===== config.mk =====
export PLATFORM = sky130hd
export DESIGN_NAME = otpx_top
export DESIGN_NICKNAME = d
export VERILOG_FILES = /design/src/rtl/otpx_pkg.sv /design/src/rtl/otpx_fifo.sv /design/src/rtl/otpx_seq.sv /design/src/rtl/otpx_top.sv
export SDC_FILE = /design/constraint.sdc
export NUM_CORES = 1
export LEC_CHECK = 0
export CORE_ASPECT_RATIO = 1.1
export CORE_MARGIN = 8
export CORE_UTILIZATION = 49
export DETAILED_ROUTE_END_ITERATION = 8
export MAX_ROUTING_LAYER = met4
export PLACE_DENSITY = 0.8
export SYNTH_ARGS = -nofsm -noshare
export SYNTH_HDL_FRONTEND = slang
export SYNTH_SLANG_ARGS = --single-unit

===== constraint.sdc =====
create_clock -name clk -period 4.3 [get_ports clk]
set_input_delay 0.86 -clock clk [delete_from_list [all_inputs] [get_ports clk]]
set_output_delay 0.86 -clock clk [all_outputs]
set_load 0.05 [all_outputs]

===== src/rtl/otpx_pkg.sv =====
package otpx_pkg;
    localparam int ADDR_W     = 13;
    localparam int WORD_W     = 32;
    localparam int HALF_W     = WORD_W / 2;
    localparam int FIFO_DEPTH = 8;
    localparam int LVL_W      = $clog2(FIFO_DEPTH + 1);
    localparam int REM_W      = ADDR_W + 1;
    localparam int MAC_AW     = ADDR_W + 1;

    typedef enum logic {S_IDLE, S_RUN} seq_state_e;

    typedef struct packed {
        logic prog;
        logic side;
        logic slow;
    } run_cfg_t;

    function automatic logic [WORD_W-1:0] join_halves(input logic [HALF_W-1:0] lo,
                                                      input logic [HALF_W-1:0] hi);
        return {hi, lo};
    endfunction

    function automatic logic [HALF_W-1:0] pick_half(input logic [WORD_W-1:0] w,
                                                    input logic upper);
        return upper ? w[WORD_W-1:HALF_W] : w[HALF_W-1:0];
    endfunction
endpackage


===== src/rtl/otpx_fifo.sv =====
module otpx_fifo
    import otpx_pkg::*;
#(
    parameter int W = WORD_W,
    parameter int D = FIFO_DEPTH
) (
    input  logic                     clk,
    input  logic                     rst,
    input  logic                     flush,
    input  logic                     push,
    input  logic [W-1:0]             wdata,
    input  logic                     pop,
    output logic [W-1:0]             head,
    output logic [$clog2(D+1)-1:0]   level
);
    localparam int PW = (D > 1) ? $clog2(D) : 1;
    localparam int LW = $clog2(D + 1);

    logic [W-1:0]  mem [D];
    logic [PW-1:0] wp, rp;
    logic [LW-1:0] cnt;
    logic          do_push, do_pop;

    assign do_push = push && (cnt != LW'(D));
    assign do_pop  = pop && (cnt != '0);
    assign head    = mem[rp];
    assign level   = cnt;

    always_ff @(posedge clk) begin
        if (do_push && !flush) mem[wp] <= wdata;
    end

    always_ff @(posedge clk) begin
        if (rst || flush) begin
            wp  <= '0;
            rp  <= '0;
            cnt <= '0;
        end else begin
            if (do_push) wp <= (wp == PW'(D - 1)) ? '0 : wp + 1'b1;
            if (do_pop)  rp <= (rp == PW'(D - 1)) ? '0 : rp + 1'b1;
            case ({do_push, do_pop})
                2'b10:   cnt <= cnt + 1'b1;
                2'b01:   cnt <= cnt - 1'b1;
                default: cnt <= cnt;
            endcase
        end
    end
endmodule


===== src/rtl/otpx_seq.sv =====
module otpx_seq
    import otpx_pkg::*;
(
    input  logic                clk,
    input  logic                rst,
    input  logic                start,
    input  logic                op_prog,
    input  logic                side_sel,
    input  logic                slow_sel,
    input  logic [WORD_W-1:0]   side_word,
    input  logic [ADDR_W-1:0]   cnt_val,
    input  logic                addr_wr,
    input  logic [ADDR_W-1:0]   addr_wdata,
    input  logic [LVL_W-1:0]    fifo_level,
    input  logic [WORD_W-1:0]   fifo_head,
    input  logic [HALF_W-1:0]   mac_rdata,
    output logic                mac_req,
    output logic                mac_we,
    output logic [MAC_AW-1:0]   mac_addr,
    output logic [HALF_W-1:0]   mac_wdata,
    output logic                seq_push,
    output logic [WORD_W-1:0]   seq_wdata,
    output logic                seq_pop,
    output logic                busy,
    output logic                run_read,
    output logic                run_prog,
    output logic                run_slow,
    output logic [REM_W-1:0]    remaining,
    output logic [ADDR_W-1:0]   cur_addr
);
    seq_state_e            state;
    run_cfg_t              cfg;
    logic                  half, ph;
    logic [ADDR_W-1:0]     addr_q;
    logic [REM_W-1:0]      rem_q;
    logic [HALF_W-1:0]     low_q;
    logic [WORD_W-1:0]     side_q;
    logic                  word_start, stall, beat, word_done;
    logic [WORD_W-1:0]     src;

    assign busy       = (state == S_RUN);
    assign run_read   = busy && !cfg.prog;
    assign run_prog   = busy && cfg.prog;
    assign run_slow   = busy && cfg.slow;
    assign word_start = !half && !ph;
    assign stall      = word_start &&
                        (cfg.prog ? (!cfg.side && fifo_level == '0)
                                  : (fifo_level == LVL_W'(FIFO_DEPTH)));
    assign mac_req    = busy && !stall;
    assign mac_we     = mac_req && cfg.prog;
    assign mac_addr   = {addr_q, half};
    assign src        = cfg.side ? side_q : fifo_head;
    assign mac_wdata  = pick_half(src, half);
    assign beat       = mac_req && (!cfg.slow || ph);
    assign word_done  = beat && half;
    assign seq_push   = word_done && !cfg.prog;
    assign seq_wdata  = join_halves(low_q, mac_rdata);
    assign seq_pop    = word_done && cfg.prog && !cfg.side;
    assign remaining  = rem_q;
    assign cur_addr   = addr_q;

    always_ff @(posedge clk) begin
        if (rst) begin
            state  <= S_IDLE;
            cfg    <= '0;
            half   <= 1'b0;
            ph     <= 1'b0;
            addr_q <= '0;
            rem_q  <= '0;
            low_q  <= '0;
            side_q <= '0;
        end else if (state == S_IDLE) begin
            if (start) begin
                state     <= S_RUN;
                cfg.prog  <= op_prog;
                cfg.side  <= op_prog && side_sel;
                cfg.slow  <= slow_sel;
                side_q    <= side_word;
                half      <= 1'b0;
                ph        <= 1'b0;
                rem_q     <= (op_prog && side_sel) ? REM_W'(1)
                                                   : {1'b0, cnt_val} + 1'b1;
            end else if (addr_wr) begin
                addr_q <= addr_wdata;
            end
        end else begin
            if (beat) begin
                ph <= 1'b0;
                if (!half) begin
                    half  <= 1'b1;
                    low_q <= mac_rdata;
                end else begin
                    half   <= 1'b0;
                    addr_q <= addr_q + 1'b1;
                    rem_q  <= rem_q - 1'b1;
                    if (rem_q == REM_W'(1)) state <= S_IDLE;
                end
            end else if (mac_req && cfg.slow) begin
                ph <= 1'b1;
            end
        end
    end
endmodule


===== src/rtl/otpx_top.sv =====
module otpx_top
    import otpx_pkg::*;
(
    input  logic                clk,
    input  logic                rst,
    input  logic                start,
    input  logic                op_prog,
    input  logic                side_sel,
    input  logic                slow_sel,
    input  logic [WORD_W-1:0]   side_word,
    input  logic                cnt_wr,
    input  logic [ADDR_W-1:0]   cnt_wdata,
    input  logic                addr_wr,
    input  logic [ADDR_W-1:0]   addr_wdata,
    input  logic                flush,
    input  logic                sw_push,
    input  logic [WORD_W-1:0]   sw_wdata,
    input  logic                sw_pop,
    input  logic [HALF_W-1:0]   mac_rdata,
    output logic                mac_req,
    output logic                mac_we,
    output logic [MAC_AW-1:0]   mac_addr,
    output logic [HALF_W-1:0]   mac_wdata,
    output logic                ready,
    output logic [REM_W-1:0]    remaining,
    output logic [ADDR_W-1:0]   cur_addr,
    output logic [ADDR_W-1:0]   cnt_value,
    output logic [LVL_W-1:0]    fifo_level,
    output logic [WORD_W-1:0]   fifo_head,
    output logic [WORD_W-1:0]   last_rd
);
    logic [ADDR_W-1:0] cnt_q;
    logic [WORD_W-1:0] last_q;
    logic              seq_push, seq_pop, busy, run_read, run_prog, run_slow;
    logic [WORD_W-1:0] seq_wdata;
    logic              sw_push_ok, sw_pop_ok, f_push, f_pop;
    logic [WORD_W-1:0] f_wdata;

    assign sw_push_ok = sw_push && !run_read;
    assign sw_pop_ok  = sw_pop && !run_prog && (fifo_level != '0);
    assign f_push     = seq_push || sw_push_ok;
    assign f_wdata    = seq_push ? seq_wdata : sw_wdata;
    assign f_pop      = seq_pop || sw_pop_ok;
    assign ready      = !busy;
    assign cnt_value  = cnt_q;
    assign last_rd    = last_q;

    always_ff @(posedge clk) begin
        if (rst) begin
            cnt_q  <= '0;
            last_q <= '0;
        end else begin
            if (cnt_wr)    cnt_q  <= cnt_wdata;
            if (sw_pop_ok) last_q <= fifo_head;
        end
    end

    otpx_fifo #(.W(WORD_W), .D(FIFO_DEPTH)) u_fifo (
        .clk   (clk),
        .rst   (rst),
        .flush (flush),
        .push  (f_push),
        .wdata (f_wdata),
        .pop   (f_pop),
        .head  (fifo_head),
        .level (fifo_level)
    );

    otpx_seq u_seq (
        .clk        (clk),
        .rst        (rst),
        .start      (start),
        .op_prog    (op_prog),
        .side_sel   (side_sel),
        .slow_sel   (slow_sel),
        .side_word  (side_word),
        .cnt_val    (cnt_q),
        .addr_wr    (addr_wr),
        .addr_wdata (addr_wdata),
        .fifo_level (fifo_level),
        .fifo_head  (fifo_head),
        .mac_rdata  (mac_rdata),
        .mac_req    (mac_req),
        .mac_we     (mac_we),
        .mac_addr   (mac_addr),
        .mac_wdata  (mac_wdata),
        .seq_push   (seq_push),
        .seq_wdata  (seq_wdata),
        .seq_pop    (seq_pop),
        .busy       (busy),
        .run_read   (run_read),
        .run_prog   (run_prog),
        .run_slow   (run_slow),
        .remaining  (remaining),
        .cur_addr   (cur_addr)
    );
endmodule


==> out/qor.yml <==
power:
  ir_drop_mv: 0.386
  powerDensity_nw_per_um2: 429
  seq_power_share_pct: 47.5
  pwr-share-clk_pct: 38.5
  total_leakage_power_nw: 7.01
  internal-power_w: 0.00652
  swShare_pct: 26.8
  power_w: 0.00891
  p_sw_w: 0.00238
  combinationalPowerShare_pct: 14.0
critical_path:
  cp_cell_sequence: "buf_4, mux4_2, mux2_2, clkdlybuf4s50_1"
  end_kind: "output pin"
  arrival_ns: 3.13
  crit_fanout: 15
  worstSetupStartpointType: "flop"
  critPathKind: "reg2out"
  crit_slowest_cell: "clkdlybuf4s50_1"
  ff2ff_path_depth: 7
  required_ns: 3.44
  critPathMaxStageDelay_ns: 0.74
synthesis:
  synthesis.area_um2: 16500
  ys.flop_type: "edfxtp_1"
  syn_inst: 1217
  synth_compound_area_share_pct: 5.89
  synth_mux_area_share_pct: 16.3
  synth_xor_area_share_pct: 0.796
  synth_edf_count: 256
  synthSimpleGateAreaFrac_pct: 9.96
  avgSynthCellArea_um2: 13.6
  syn_nets: 1345
  ys_types: 64
  synth_fa_ha_area_share_pct: 0.834
  ys_warn_count: 0
  synth_seq_cells: 395
  synth_async_sr_flop_share_pct: 0
  ys_seq_area_share_pct: 63.4
  synth_top_family_by_area: "multiplexers"
layout:
  fillers: 2453
  nNetsFinal: 1582
  diodes: 0
  areaGrowthSynthToFinish_pct: 25.7
  drive_gt1_share_pct: 15.0
clock_network:
  cts_hold_buffers: 0
  clockBufferDepth: 3
  tritoncts: "built"
  htreeDepth: 2
  numCtsBuffers: 40
  cts-root-buf: "clkbuf_16"
  path_clk_slew_ns: 0.06
  clock_sinks: 395
  clkLatencyLatePin_ns: 0.56
timing:
  fin_crit_sh_pct: 92.7
  skew_ns: 0.0314
  slew_headroom_pct: 37.1
  max_slew.worst_pin.slew_ns: 0.943
  fmax_ghz: 0.251
  setup_tns_ns: 0
  slew_viol_final: 0
  hold_viol: 0
  rsz0062_at_grt: "no"
  setup_viol: 0
  layout_min_cycle_time_ns: 3.99
global_routing:
  grt_pass1_vias: 11300
  grt-ovfl-total: 0
  grt_pass1_wl_um: 69600
  antenna_found_initial: 0
  grt_max_degree: 75
  grtUsageTotal_pct: 23.5
drt:
  num_vias: 11400
  drc_errors: 0
  first_iter_violations: 768
  detail_route.wl_per_cell_um: 24.7
  vias_per_cell: 5.92
  drt_wl_total_um: 47300
  ant_nets: 0
  drtPass1Iterations: 5
run:
  drv_cap: 0
die:
  num_io_pins: 258
  core_area_um2: 33200
  die_w_um: 191
  initial_utilization_pct: 49.7
  row_count: 70
  dieHeight_um: 208
  dieArea_um2: 39800
place:
  numPortBuffers: 257
  dp_hpwl_um: 31600
  gp_congestion: 0.931
min_path:
  hp-class: "reg2reg"
  whs_path_depth: 2
status:
  outcome: "finished clean"
## sequential cells by signal, summed over array words and instances (netlist names), named ones only
| name | cells |
|---|---|
| cnt_value | 13 |
| last_rd | 32 |
| u_fifo.level | 4 |
| u_fifo.mem | 256 |
| u_fifo.rp | 3 |
| u_fifo.wp | 3 |
| u_seq.busy | 1 |
| u_seq.cfg | 3 |
| u_seq.cur_addr | 13 |
| u_seq.half | 1 |
| u_seq.low_q | 16 |
| u_seq.ph | 1 |
| u_seq.remaining | 14 |
| u_seq.side_q | 32 |
## synth_stat cells (all sizes together), types with 23 or more instances
cell type / instances / area, µm²
edfxtp: 256 / 7690
dfxtp: 139 / 2780
nor2: 123 / 462
nand2: 103 / 387
a21oi: 80 / 404
mux2: 65 / 732
mux4: 64 / 1440
mux2i: 52 / 521
clkbuf: 48 / 180
nor3: 46 / 230
buf: 43 / 250
o21ai: 23 / 115
## routing by layer
metal,track usage [%],share of wire (%)
met5,-,0
met2,38.8,49
met4,6.40,2.4
met1,28.7,38
met3,5.49,11
## stage by stage
stage | setup WS (ns) | hold slack [ns] | instance area, µm² | util (%) | std cells
2_1_floorplan | 0.0180 | 0.436 | 16500 | - | 1217
3_3_place_gp | 0.685 | 0.441 | 19400 | 58.5 | 1843
3_5_place_dp | 0.641 | 0.446 | 19400 | 58.5 | 1843
4_1_cts | 0.0375 | 0.455 | 20700 | 62.4 | 1916
5_1_grt | 0.186 | 0.479 | 20700 | 62.5 | 1917
6_report | 0.315 | 0.455 | 20700 | 62.5 | 1917
## kinds of logic (layout without fill, tap and decap cells)
family	after synthesis	in the layout
fa+ha+maj	11	11
buf+inv	98	366
xor+xnor	15	15
simple gates	355	355
flops	395	395
compound gates	162	162
mux	181	181
## placed cells by master, fill, tap and decap left out, types with 7 or more instances in the layout
cell type        netlist  final
o21ai_0               21     21
nand3_1               13     13
buf_4                 17     41
dfxtp_1              139    137
o22ai_1               16     16
xor2_1                 8      8
mux2_2                34     34
xnor2_1                7      7
clkbuf_16              0     40
ha_1                  11     11
nand2_1              103    103
mux4_2                64     64
and3_1                 8      8
nor3_1                46     46
clkdlybuf4s50_1        0    243
nor2b_1                8      7
a21oi_1               79     79
edfxtp_1             256    256
mux2i_1               52     52
mux2_1                31     31
nor2_1               123    122
## final timing paths
check                                 startpoint           endpoint  slack, ns
worst max-delay path                        flop      fifo_head[23]       0.31
worst min-delay path            u_seq.side_q[11]   u_seq.side_q[11]       0.45
worst max register to register          u_seq.ph  u_fifo.mem[0][19]       0.89
worst min register to register  u_seq.side_q[11]   u_seq.side_q[11]       0.45
## cell type report
| cell class | count | area (µm²) | area share [%] |
|---|---|---|---|
| Clock buffer | 48 | 1070 | 5.16 |
| Clock inverter | 25 | 236 | 1.14 |
| Inverter | 7 | 26.3 | 0.127 |
| Multi-Input combinational cell | 724 | 5610 | 27.1 |
| Sequential cell | 395 | 10500 | 50.5 |
| Tap cell | 432 | 541 | 2.61 |
| Timing Repair Buffer | 286 | 2780 | 13.4 |
## power by group through the flow
stage	registers (W)	logic, W	clock network (W)
floorplan	0.00445	0.000612	0
global placement	0.00431	0.00123	0
detailed placement	0.00431	0.00124	0
CTS	0.00423	0.00125	0.00348
global route	0.00424	0.00131	0.00360
finish	0.00423	0.00125	0.00343
## critical path: cells and delay by family (launching register included)
| family | cells | cell delay, ns |
|---|---|---|
| buf+inv | 2 | 1.08 |
| mux | 2 | 0.91 |
| flops | 1 | 0.56 |
## repair_timing
action / 4_1_cts / 5_1_grt
gates resized for setup: 0 / 0
setup buffers: 0 / 1
endpoints found under the setup margin: 0 / 5
Power figures use the tool's default switching activity.
